<file path="src/rtl/rxbd_pkg.sv">
package rxbd_pkg;

    // Status word bit positions
    localparam int ST_E = 15;
    localparam int ST_W = 13;
    localparam int ST_I = 12;
    localparam int ST_L = 11;
    localparam int ST_F = 10;
    localparam int ST_C = 9;

    // Word offsets inside one descriptor
    localparam int OFS_STAT = 0;
    localparam int OFS_LEN  = 1;
    localparam int OFS_PHI  = 2;
    localparam int OFS_PLO  = 3;
    localparam int DESC_WORDS = 4;

    typedef struct packed {
        logic [7:0] data;
        logic       sof;
        logic       eof;
        logic       abort;
    } rx_beat_t;

    typedef enum logic [3:0] {
        S_WAIT,
        S_DECIDE,
        S_ST_RD,
        S_ST_CAP,
        S_PH_RD,
        S_PH_CAP,
        S_PL_RD,
        S_PL_CAP,
        S_WR_BYTE,
        S_WR_LEN,
        S_WR_STAT
    } eng_state_t;

    // Status word written when a buffer is handed back
    function automatic logic [15:0] close_status(input logic [15:0] orig,
                                                 input logic first,
                                                 input logic last);
        logic [15:0] s;
        s       = '0;
        s[ST_W] = orig[ST_W];
        s[ST_I] = orig[ST_I];
        s[ST_C] = orig[ST_C];
        s[ST_E] = orig[ST_C];
        s[ST_F] = first;
        s[ST_L] = last;
        return s;
    endfunction

endpackage

</file>
<file path="src/rtl/rxbd_beat_reg.sv">
module rxbd_beat_reg
    import rxbd_pkg::*;
(
    input  logic     clk,
    input  logic     rst,
    input  logic     in_valid,
    output logic     in_ready,
    input  rx_beat_t in_beat,
    input  logic     take,
    output logic     held,
    output rx_beat_t beat
);

    assign in_ready = !held;

    always_ff @(posedge clk) begin
        if (rst) begin
            held <= 1'b0;
            beat <= '0;
        end else if (take) begin
            held <= 1'b0;
        end else if (in_valid && !held) begin
            held <= 1'b1;
            beat <= in_beat;
        end
    end

    // A held beat stays unchanged until the engine consumes it
    p_hold_stable_r2: assert property (@(posedge clk) disable iff (rst)
        (held && !take) |=> (held && $stable(beat)));

endmodule

</file>
<file path="src/rtl/rxbd_ring_ptr.sv">
module rxbd_ring_ptr
    import rxbd_pkg::*;
#(
    parameter int AW = 12
) (
    input  logic          clk,
    input  logic          rst,
    input  logic [AW-1:0] base,
    input  logic          advance,
    input  logic          wrap,
    output logic [AW-1:0] desc_addr
);

    localparam logic [AW-1:0] STEP = AW'(DESC_WORDS);

    always_ff @(posedge clk) begin
        if (rst)
            desc_addr <= base;
        else if (advance)
            desc_addr <= wrap ? base : desc_addr + STEP;
    end

    p_wrap_to_base_r3: assert property (@(posedge clk) disable iff (rst)
        (advance && wrap) |=> (desc_addr == $past(base)));

    p_step_r3: assert property (@(posedge clk) disable iff (rst)
        (advance && !wrap) |=> (desc_addr == $past(desc_addr) + STEP));

endmodule

</file>
<file path="src/rtl/rxbd_fsm.sv">
module rxbd_fsm
    import rxbd_pkg::*;
#(
    parameter int AW = 12
) (
    input  logic          clk,
    input  logic          rst,
    input  logic          held,
    input  rx_beat_t      beat,
    input  logic [15:0]   max_len,
    input  logic [AW-1:0] desc_addr,
    input  logic [15:0]   mem_rdata,
    output logic          take,
    output logic          advance,
    output logic          wrap,
    output logic          mem_req,
    output logic          mem_we,
    output logic [AW-1:0] mem_addr,
    output logic [1:0]    mem_be,
    output logic [15:0]   mem_wdata,
    output logic          irq,
    output logic          ovr
);

    localparam int BW = AW + 1;

    eng_state_t     state;
    logic           in_frame, dropping, buf_open;
    logic           next_first, cur_first, close_last;
    logic [15:0]    stat_q, ptr_hi, cnt_q;
    logic [BW-1:0]  ptr_q, byte_addr;
    logic           irq_q, ovr_q;
    logic           in_pkt, drop_now, buf_full;

    assign byte_addr = ptr_q + BW'(cnt_q);
    assign in_pkt    = beat.sof || in_frame;
    assign drop_now  = dropping && !beat.sof;
    assign buf_full  = (cnt_q + 16'd1) == max_len;
    assign irq       = irq_q;
    assign ovr       = ovr_q;

    always_comb begin
        take      = 1'b0;
        advance   = 1'b0;
        wrap      = stat_q[ST_W];
        mem_req   = 1'b0;
        mem_we    = 1'b0;
        mem_addr  = desc_addr;
        mem_be    = 2'b11;
        mem_wdata = '0;
        unique case (state)
            S_DECIDE: begin
                if (beat.abort)   take = !buf_open;
                else if (!in_pkt) take = 1'b1;
                else if (drop_now) take = 1'b1;
            end
            S_ST_RD: mem_req = 1'b1;
            S_ST_CAP: take = !mem_rdata[ST_E];
            S_PH_RD: begin
                mem_req  = 1'b1;
                mem_addr = desc_addr + AW'(OFS_PHI);
            end
            S_PL_RD: begin
                mem_req  = 1'b1;
                mem_addr = desc_addr + AW'(OFS_PLO);
            end
            S_WR_BYTE: begin
                mem_req   = 1'b1;
                mem_we    = 1'b1;
                mem_addr  = byte_addr[BW-1:1];
                mem_be    = byte_addr[0] ? 2'b01 : 2'b10;
                mem_wdata = {beat.data, beat.data};
                take      = !beat.eof && !buf_full;
            end
            S_WR_LEN: begin
                mem_req   = 1'b1;
                mem_we    = 1'b1;
                mem_addr  = desc_addr + AW'(OFS_LEN);
                mem_wdata = cnt_q;
            end
            S_WR_STAT: begin
                mem_req   = 1'b1;
                mem_we    = 1'b1;
                mem_addr  = desc_addr + AW'(OFS_STAT);
                mem_wdata = close_status(stat_q, cur_first, close_last);
                take      = 1'b1;
                advance   = 1'b1;
            end
            default: ;
        endcase
    end

    always_ff @(posedge clk) begin
        if (rst) begin
            state      <= S_WAIT;
            in_frame   <= 1'b0;
            dropping   <= 1'b0;
            buf_open   <= 1'b0;
            next_first <= 1'b1;
            cur_first  <= 1'b0;
            close_last <= 1'b0;
            stat_q     <= '0;
            ptr_hi     <= '0;
            ptr_q      <= '0;
            cnt_q      <= '0;
            irq_q      <= 1'b0;
            ovr_q      <= 1'b0;
        end else begin
            irq_q <= 1'b0;
            unique case (state)
                S_WAIT: if (held) state <= S_DECIDE;
                S_DECIDE: begin
                    if (beat.abort) begin
                        in_frame   <= 1'b0;
                        dropping   <= 1'b0;
                        next_first <= 1'b1;
                        close_last <= 1'b0;
                        state      <= buf_open ? S_WR_LEN : S_WAIT;
                    end else if (!in_pkt) begin
                        state <= S_WAIT;
                    end else begin
                        if (beat.sof) begin
                            in_frame   <= 1'b1;
                            dropping   <= 1'b0;
                            next_first <= 1'b1;
                        end
                        if (drop_now) begin
                            if (beat.eof) begin
                                in_frame <= 1'b0;
                                dropping <= 1'b0;
                            end
                            state <= S_WAIT;
                        end else begin
                            state <= buf_open ? S_WR_BYTE : S_ST_RD;
                        end
                    end
                end
                S_ST_RD: state <= S_ST_CAP;
                S_ST_CAP: begin
                    stat_q <= mem_rdata;
                    if (!mem_rdata[ST_E]) begin
                        ovr_q <= 1'b1;
                        if (beat.eof) in_frame <= 1'b0;
                        else          dropping <= 1'b1;
                        state <= S_WAIT;
                    end else begin
                        state <= S_PH_RD;
                    end
                end
                S_PH_RD:  state <= S_PH_CAP;
                S_PH_CAP: begin
                    ptr_hi <= mem_rdata;
                    state  <= S_PL_RD;
                end
                S_PL_RD:  state <= S_PL_CAP;
                S_PL_CAP: begin
                    ptr_q      <= BW'({ptr_hi, mem_rdata});
                    cnt_q      <= '0;
                    buf_open   <= 1'b1;
                    cur_first  <= next_first;
                    next_first <= 1'b0;
                    state      <= S_WR_BYTE;
                end
                S_WR_BYTE: begin
                    cnt_q <= cnt_q + 16'd1;
                    if (beat.eof) begin
                        in_frame   <= 1'b0;
                        close_last <= 1'b1;
                        state      <= S_WR_LEN;
                    end else if (buf_full) begin
                        close_last <= 1'b0;
                        state      <= S_WR_LEN;
                    end else begin
                        state <= S_WAIT;
                    end
                end
                S_WR_LEN: state <= S_WR_STAT;
                S_WR_STAT: begin
                    irq_q    <= stat_q[ST_I];
                    buf_open <= 1'b0;
                    state    <= S_WAIT;
                end
                default: state <= S_WAIT;
            endcase
        end
    end

    // an interrupt is a lone pulse
    p_irq_pulse_r4: assert property (@(posedge clk) disable iff (rst)
        irq |=> !irq);

    // the error flag never falls outside reset
    p_ovr_sticky_r10: assert property (@(posedge clk) disable iff (rst)
        ovr |=> ovr);

    // the buffer count never exceeds the limit
    p_cnt_bound_r6: assert property (@(posedge clk) disable iff (rst)
        buf_open |-> (cnt_q <= max_len));

    // the length word write is immediately followed by the status write
    p_len_then_stat_r9: assert property (@(posedge clk) disable iff (rst)
        (mem_we && state == S_WR_LEN) |=> (mem_we && mem_addr == desc_addr));

    // byte stores only go into an opened buffer
    p_store_needs_buf_r2: assert property (@(posedge clk) disable iff (rst)
        (mem_we && state == S_WR_BYTE) |-> buf_open);

endmodule

</file>
<file path="src/rtl/bd_rx_engine.sv">
module bd_rx_engine
    import rxbd_pkg::*;
#(
    parameter int AW = 12
) (
    input  logic          clk,
    input  logic          rst,
    input  logic [AW-1:0] cfg_ring_base,
    input  logic [15:0]   cfg_max_len,
    input  logic          rx_valid,
    output logic          rx_ready,
    input  logic [7:0]    rx_data,
    input  logic          rx_sof,
    input  logic          rx_eof,
    input  logic          rx_abort,
    output logic          mem_req,
    output logic          mem_we,
    output logic [AW-1:0] mem_addr,
    output logic [1:0]    mem_be,
    output logic [15:0]   mem_wdata,
    input  logic [15:0]   mem_rdata,
    output logic          bd_irq,
    output logic          no_buf_err
);

    rx_beat_t      in_beat, beat;
    logic          held, take, advance, wrap;
    logic [AW-1:0] desc_addr;

    assign in_beat = '{data: rx_data, sof: rx_sof, eof: rx_eof, abort: rx_abort};

    rxbd_beat_reg u_beat (
        .clk      (clk),
        .rst      (rst),
        .in_valid (rx_valid),
        .in_ready (rx_ready),
        .in_beat  (in_beat),
        .take     (take),
        .held     (held),
        .beat     (beat)
    );

    rxbd_ring_ptr #(.AW(AW)) u_ring (
        .clk       (clk),
        .rst       (rst),
        .base      (cfg_ring_base),
        .advance   (advance),
        .wrap      (wrap),
        .desc_addr (desc_addr)
    );

    rxbd_fsm #(.AW(AW)) u_fsm (
        .clk       (clk),
        .rst       (rst),
        .held      (held),
        .beat      (beat),
        .max_len   (cfg_max_len),
        .desc_addr (desc_addr),
        .mem_rdata (mem_rdata),
        .take      (take),
        .advance   (advance),
        .wrap      (wrap),
        .mem_req   (mem_req),
        .mem_we    (mem_we),
        .mem_addr  (mem_addr),
        .mem_be    (mem_be),
        .mem_wdata (mem_wdata),
        .irq       (bd_irq),
        .ovr       (no_buf_err)
    );

    // while a beat can be taken the engine is idle on memory
    p_ready_idle_r11: assert property (@(posedge clk) disable iff (rst)
        rx_ready |-> !mem_req);

endmodule

</file>
<file path="config.mk">
export PLATFORM = sky130hd
export DESIGN_NAME = bd_rx_engine
export DESIGN_NICKNAME = d
export VERILOG_FILES = /design/src/rtl/rxbd_pkg.sv /design/src/rtl/rxbd_beat_reg.sv /design/src/rtl/rxbd_ring_ptr.sv /design/src/rtl/rxbd_fsm.sv /design/src/rtl/bd_rx_engine.sv
export SDC_FILE = /design/constraint.sdc
export NUM_CORES = 1
export LEC_CHECK = 0
export ABC_AREA = 0
export CORE_MARGIN = 3
export CORE_UTILIZATION = 35
export DETAILED_ROUTE_END_ITERATION = 7
export PLACE_DENSITY = 0.65
export SYNTH_ARGS = -nofsm -noshare
export SYNTH_HDL_FRONTEND = slang
export SYNTH_SLANG_ARGS = --single-unit
</file>
<file path="constraint.sdc">
create_clock -name clk -period 3.05 [get_ports clk]
set_input_delay 0.61 -clock clk [delete_from_list [all_inputs] [get_ports clk]]
set_output_delay 0.61 -clock clk [all_outputs]
set_load 0.02 [all_outputs]
</file>
# Word-level counts from Yosys, hierarchy flattened
# Index checks and enable logic that the tools add are counted.
# W data, S select, Z words.
# totals
word_cells	123
ram_bits	0
regBits	79
latch_bits	0
in_bits	58
out_inout_bits	35
n_memories	0
romBits	0
# classes
addsub	6
shifts	0
n_mux	50
bitwise	3
eq_ne	18
n_mul	0
div	0
reduce_logical	28
order_cmp	0
# ops
op	count
$pmux W12 S4	1
$pmux W16 S3	1
$pmux W4 S10	1
$mux W12	3
$mux W4	8
$pmux W16 S2	1
$mux W1	26
$add A12 B2 Y12 const B	2
$add A16 B1 Y16 const B	1
$eq A16 B16 Y1	1
$eq A4 B3 Y1 const B	4
$add A13 B13 Y13	1
$add A12 B1 Y12 const B	1
$add A12 B3 Y12 const B	1
$eq A4 B4 Y1 const B	3
$reduce_bool A2 Y1	6
$reduce_and A3 Y1	3
$eq A4 B2 Y1 const B	2
$ne A2 B2 Y1 const B	4
$pmux W1 S2	4
$logic_not A1 Y1	6
$ne A3 B2 Y1 const B	2
$reduce_or A6 Y1	1
$eq A4 B1 Y1 const B	1
other kinds (14)	21

# Depth between registers and ports, before layout
# depth
ltp_word	8
depth_mapped	12
depth_no_buf	11

# By module
# A second synthesis with hierarchy kept.
# unflattened
cells_unflattened	668
area_unflattened_um2	5192.5
# by_module_without_submodules
module	area_per_inst_um2	cells_per_inst	n_inst	seq_area_each_um2
rxbd_fsm	3996.3	553	1	880.8
rxbd_ring_ptr	658.1	63	1	360.3
rxbd_beat_reg	538.0	52	1	240.2

# Least setup slack after synthesis
# Ideal clock, no wire load.
# synth_path
path_type	reg-to-output
from	register u_fsm.state[1]
to	output port mem_addr[10]
arrival_ns	2.879
path_buffers	2
path_slack_ns	-0.439
path_stages_with_launch	12
t_required_ns	2.440
path_cell_list	dfxtp_1 > clkbuf_1 > nor2b_1 > and2_1 > clkbuf_1 > fa_1 > nor4_1 > xnor2_1 > o221ai_1 > nor2_1 > mux2_2 > nor2_1
# synth_between
elab_chain_cells	2
elab_cells_between_ends	5
classes_between	eq/ne (4); mux (1)
# synth_lines
element	line	source
start: declaration	rxbd_fsm.sv:27	eng_state_t state;
start signal: assignment	rxbd_fsm.sv:118	state <= buf_open ? S_WR_LEN : S_WAIT;
start signal: assignment	rxbd_fsm.sv:134	state <= buf_open ? S_WR_BYTE : S_ST_RD;
$eq A4 B4 Y1 / $eq A4 B3 Y1 (equally long branches)	rxbd_fsm.sv:51	unique case (state)
$pmux W12 S4 *	rxbd_fsm.sv:51	
end: declaration	bd_rx_engine.sv:18	output logic [AW-1:0] mem_addr,
# Every way passes the cells marked *; elsewhere a longest branch is shown, timed or not.

# Worst setup path in the final report
# layout_path
from	register u_fsm.state[3]
to	output port mem_addr[11]
# Same word-level chain as after synthesis.

==> flow_metrics.tcl <==
set metrics [dict create \
    synth_nets 832 \
    pwr-share-clk 0.414 \
    r2r-start "u_fsm.cnt_q[0]" \
    placed_area_um2 7080 \
    slowest_delay_ns 0.34 \
    synthArstFlopShare 0 \
    numCtsBuffers 9 \
    die_y_um 131 \
    crit_type "reg2out" \
    grt_max_degree 41 \
    ios 93 \
    synth_edf_count 12 \
    initialDrtViolationCount 489 \
    num_rows 45 \
    cts.sinks 68 \
    required_ns 2.44 \
    path_buf_inv 2 \
    p_int_uw 1790 \
    synth.distinct_cells 66 \
    final_common_cell "nand2_1" \
    switchingPower_uw 686 \
    ir_worst_vdd_v 0.000266 \
    hold_class "reg2reg" \
    hold_viol 0 \
    use_met3 0.0513 \
    p_leak_uw 0.00280 \
    cp_slowest_cell "a221oi_2" \
    finalWirelength_mm 17.5 \
    io_buffer_count 91 \
    fin_ws_ns -0.173 \
    synth_top_cell_by_area "dfxtp_1" \
    initial_core_util 0.360 \
    worstSetupStartpoint "u_fsm.state[3]" \
    h-tree-depth 3 \
    power.density_nw_per_um2 325 \
    synth_ff_type "dfxtp_1" \
    status "finished with violations" \
    fin_crit_ns 3.22 \
    yosysSeqAreaShare 0.270 \
    syn_area_um2 5490 \
    drv_slew 0 \
    finalSetupViolCount 5 \
    slew_headroom 0.341 \
    p_comb_frac 0.188 \
    vias_per_cell 5.47 \
    use_met1 0.260 \
    rsz0062_at_grt "true" \
    antenna_found_initial 0 \
    drc 0 \
    worstMarginPinSlew_ns 0.988 \
    cts_buffer_depth 2 \
    final_cell_mix "nand2_1 (92), buf_4 (86), clkdlybuf4s50_1 (77)" \
    min_from "u_fsm.ptr_q[2]" \
    clock_latency_ns 0.34 \
    endpoint_kind "output port" \
    p_seq_frac 0.398 \
    vias 6010 \
    synth_top_area_frac 0.204 \
    ant_nets 0 \
    synth.avg_cell_area_um2 7.26 \
    timing.final.crit_share 1.06 \
    startpoint_type "flip-flop" \
    worstPathCellList "nor2b_4, and2_4, inv_4, ha_4, a21oi_4, nor4_4, xor2_1, a221oi_2, nand2b_1, mux2i_1, a211oi_2, buf_4" \
    place_hpwl_mm 13.1 \
    die_x_um 131 \
    firstDrtPassIters 6 \
    cts_tree "yes" \
    p_sw_frac 0.277 \
    core_um2 15300 \
    violations "setup timing" \
    dp_slack_ns -0.305 \
    nets 959 \
    cts.reportedPaths.clkPinSlew_ns 0.06 \
    fin_util 0.498 \
    crit_family "simple AND/OR/NAND/NOR gates" \
    fmax_mhz 310 \
    grt_pass1_vias 5732 \
    ys_seq_elements 68 \
    cts_root_buf "clkbuf_16" \
    synthTopCellsByArea "dfxtp_1 (20%), a21oi_1 (6.6%), edfxtp_1 (6.6%), nand2_1 (6.3%), nor2_1 (5.3%)" \
    gp_congestion 0.897 \
    die-area_um2 17200 \
    finalClockSkew_ns 0.00831 \
    grt_busiest_layer "met2" \
    use_met2 0.336 \
    cap_violations 0 \
    syn2layout_area_growth_pct 38.6 \
    cp_max_fo 3 \
    ys_warn_count 0 \
    cp_data_arrival_time_ns 2.61 \
    ff2ff_setup_slack_ns 0.28 \
    drive_gt1_frac 0.187 \
    n_antenna_cell 0 \
    overflow 0 \
    synthesis.instances 756 \
    final_area_um2 7600 \
    grt_pass1_wl_mm 28.7 \
    wire_per_inst_um 16.0 \
    grt_usage 0.200 \
]
==> worst reg2reg max path: cells and delay by family, from the launching register on <==
kind | cells | cell delay, ns
flip-flops | 1 | 0.35
AND/OR/NAND/NOR | 6 | 1.24
adder cells (fa/ha/maj) | 1 | 0.31
AO/OA/AOI/OAI | 1 | 0.14
buffers and inverters | 4 | 0.68
==> metrics by stage <==
stage | hold WS (ns) | TNS, ns | cells | power (µW)
floorplan | 0.436 | 0 | 756 | 1240
global placement | 0.446 | -1.28 | 1078 | 1440
detailed placement | 0.456 | -1.53 | 1078 | 1440
CTS | 0.463 | -0.265 | 1096 | 2470
global route | 0.490 | -1.56 | 1098 | 2570
finish | 0.462 | -0.396 | 1098 | 2470
==> sequential cells by signal, summed over array words and instances (netlist names) <==
register,flops
u_fsm.state,4
u_ring.desc_addr,12
u_beat.beat,11
u_fsm.in_frame,1
u_fsm.close_last,1
u_fsm.buf_open,1
u_fsm.ptr_q,13
u_fsm.stat_q,3
u_fsm.irq,1
u_beat.held,1
u_fsm.cur_first,1
u_fsm.ovr,1
u_fsm.next_first,1
u_fsm.dropping,1
u_fsm.cnt_q,16
==> path summary, 6_finish.rpt <==
check / cells past startpoint / to
max: 12 / mem_addr[11]
min: 2 / u_fsm.ptr_q[2]
max reg2reg: 12 / u_beat.held
min reg2reg: 2 / u_fsm.ptr_q[2]
==> repair_timing <==
action                     in CTS  in global routing
buffers inserted                3                  3
hold buffers                    0                  0
gates resized for setup        76                 28
pin swaps                       8                 18
setup endpoints to repair      15                 21
==> metal layers <==
| layer | wire, µm | share of wire |
|---|---|---|
| met5 | 0 | 0 |
| met4 | 180 | 0.010 |
| met3 | 1090 | 0.062 |
| met2 | 8580 | 0.49 |
| met1 | 7680 | 0.44 |
==> kinds of logic after synthesis <==
logic type / synth area share
AND/OR/NAND/NOR: 0.316
flip-flops: 0.270
AO/OA/AOI/OAI: 0.225
multiplexers: 0.0189
XOR/XNOR: 0.0686
adder cells (fa/ha/maj): 0.0438
buffers and inverters: 0.0575
==> power groups by stage <==
stage,sequential (µW),clock [µW],combinational (µW)
2_1_floorplan,985,0,254
3_3_place_gp,999,0,441
3_5_place_dp,1000,0,444
4_1_cts,981,1040,446
5_1_grt,988,1070,511
6_report,983,1020,466
==> cell type report <==
cell class                      instances  area, µm²
Clock buffer                           12        268
Clock inverter                          3       18.8
Fill cell                            1461       7650
Inverter                               17       66.3
Multi-Input combinational cell        610       3930
Sequential cell                        68       1490
Tap cell                              211        264
Timing Repair Buffer                  177       1570
==> cells in the mapped netlist, types with 8 or more instances <==
master and number:
xnor2_1 27, inv_1 16, dfxtp_1 56, nand2b_1 8, a21oi_1 72, xor2_1 16, clkbuf_1 43, buf_2 12
nand2_1 92, a22o_1 10, ha_1 16, nand3_1 36, o21ai_1 17, o21ai_0 24, nor2_1 77, nor3_1 32
nor4_1 10, edfxtp_1 12, nor2b_1 13, and3_1 8, nor3b_1 26, a31oi_1 20, nand4_1 10
No activity file was read; power rests on OpenSTA's default activity.
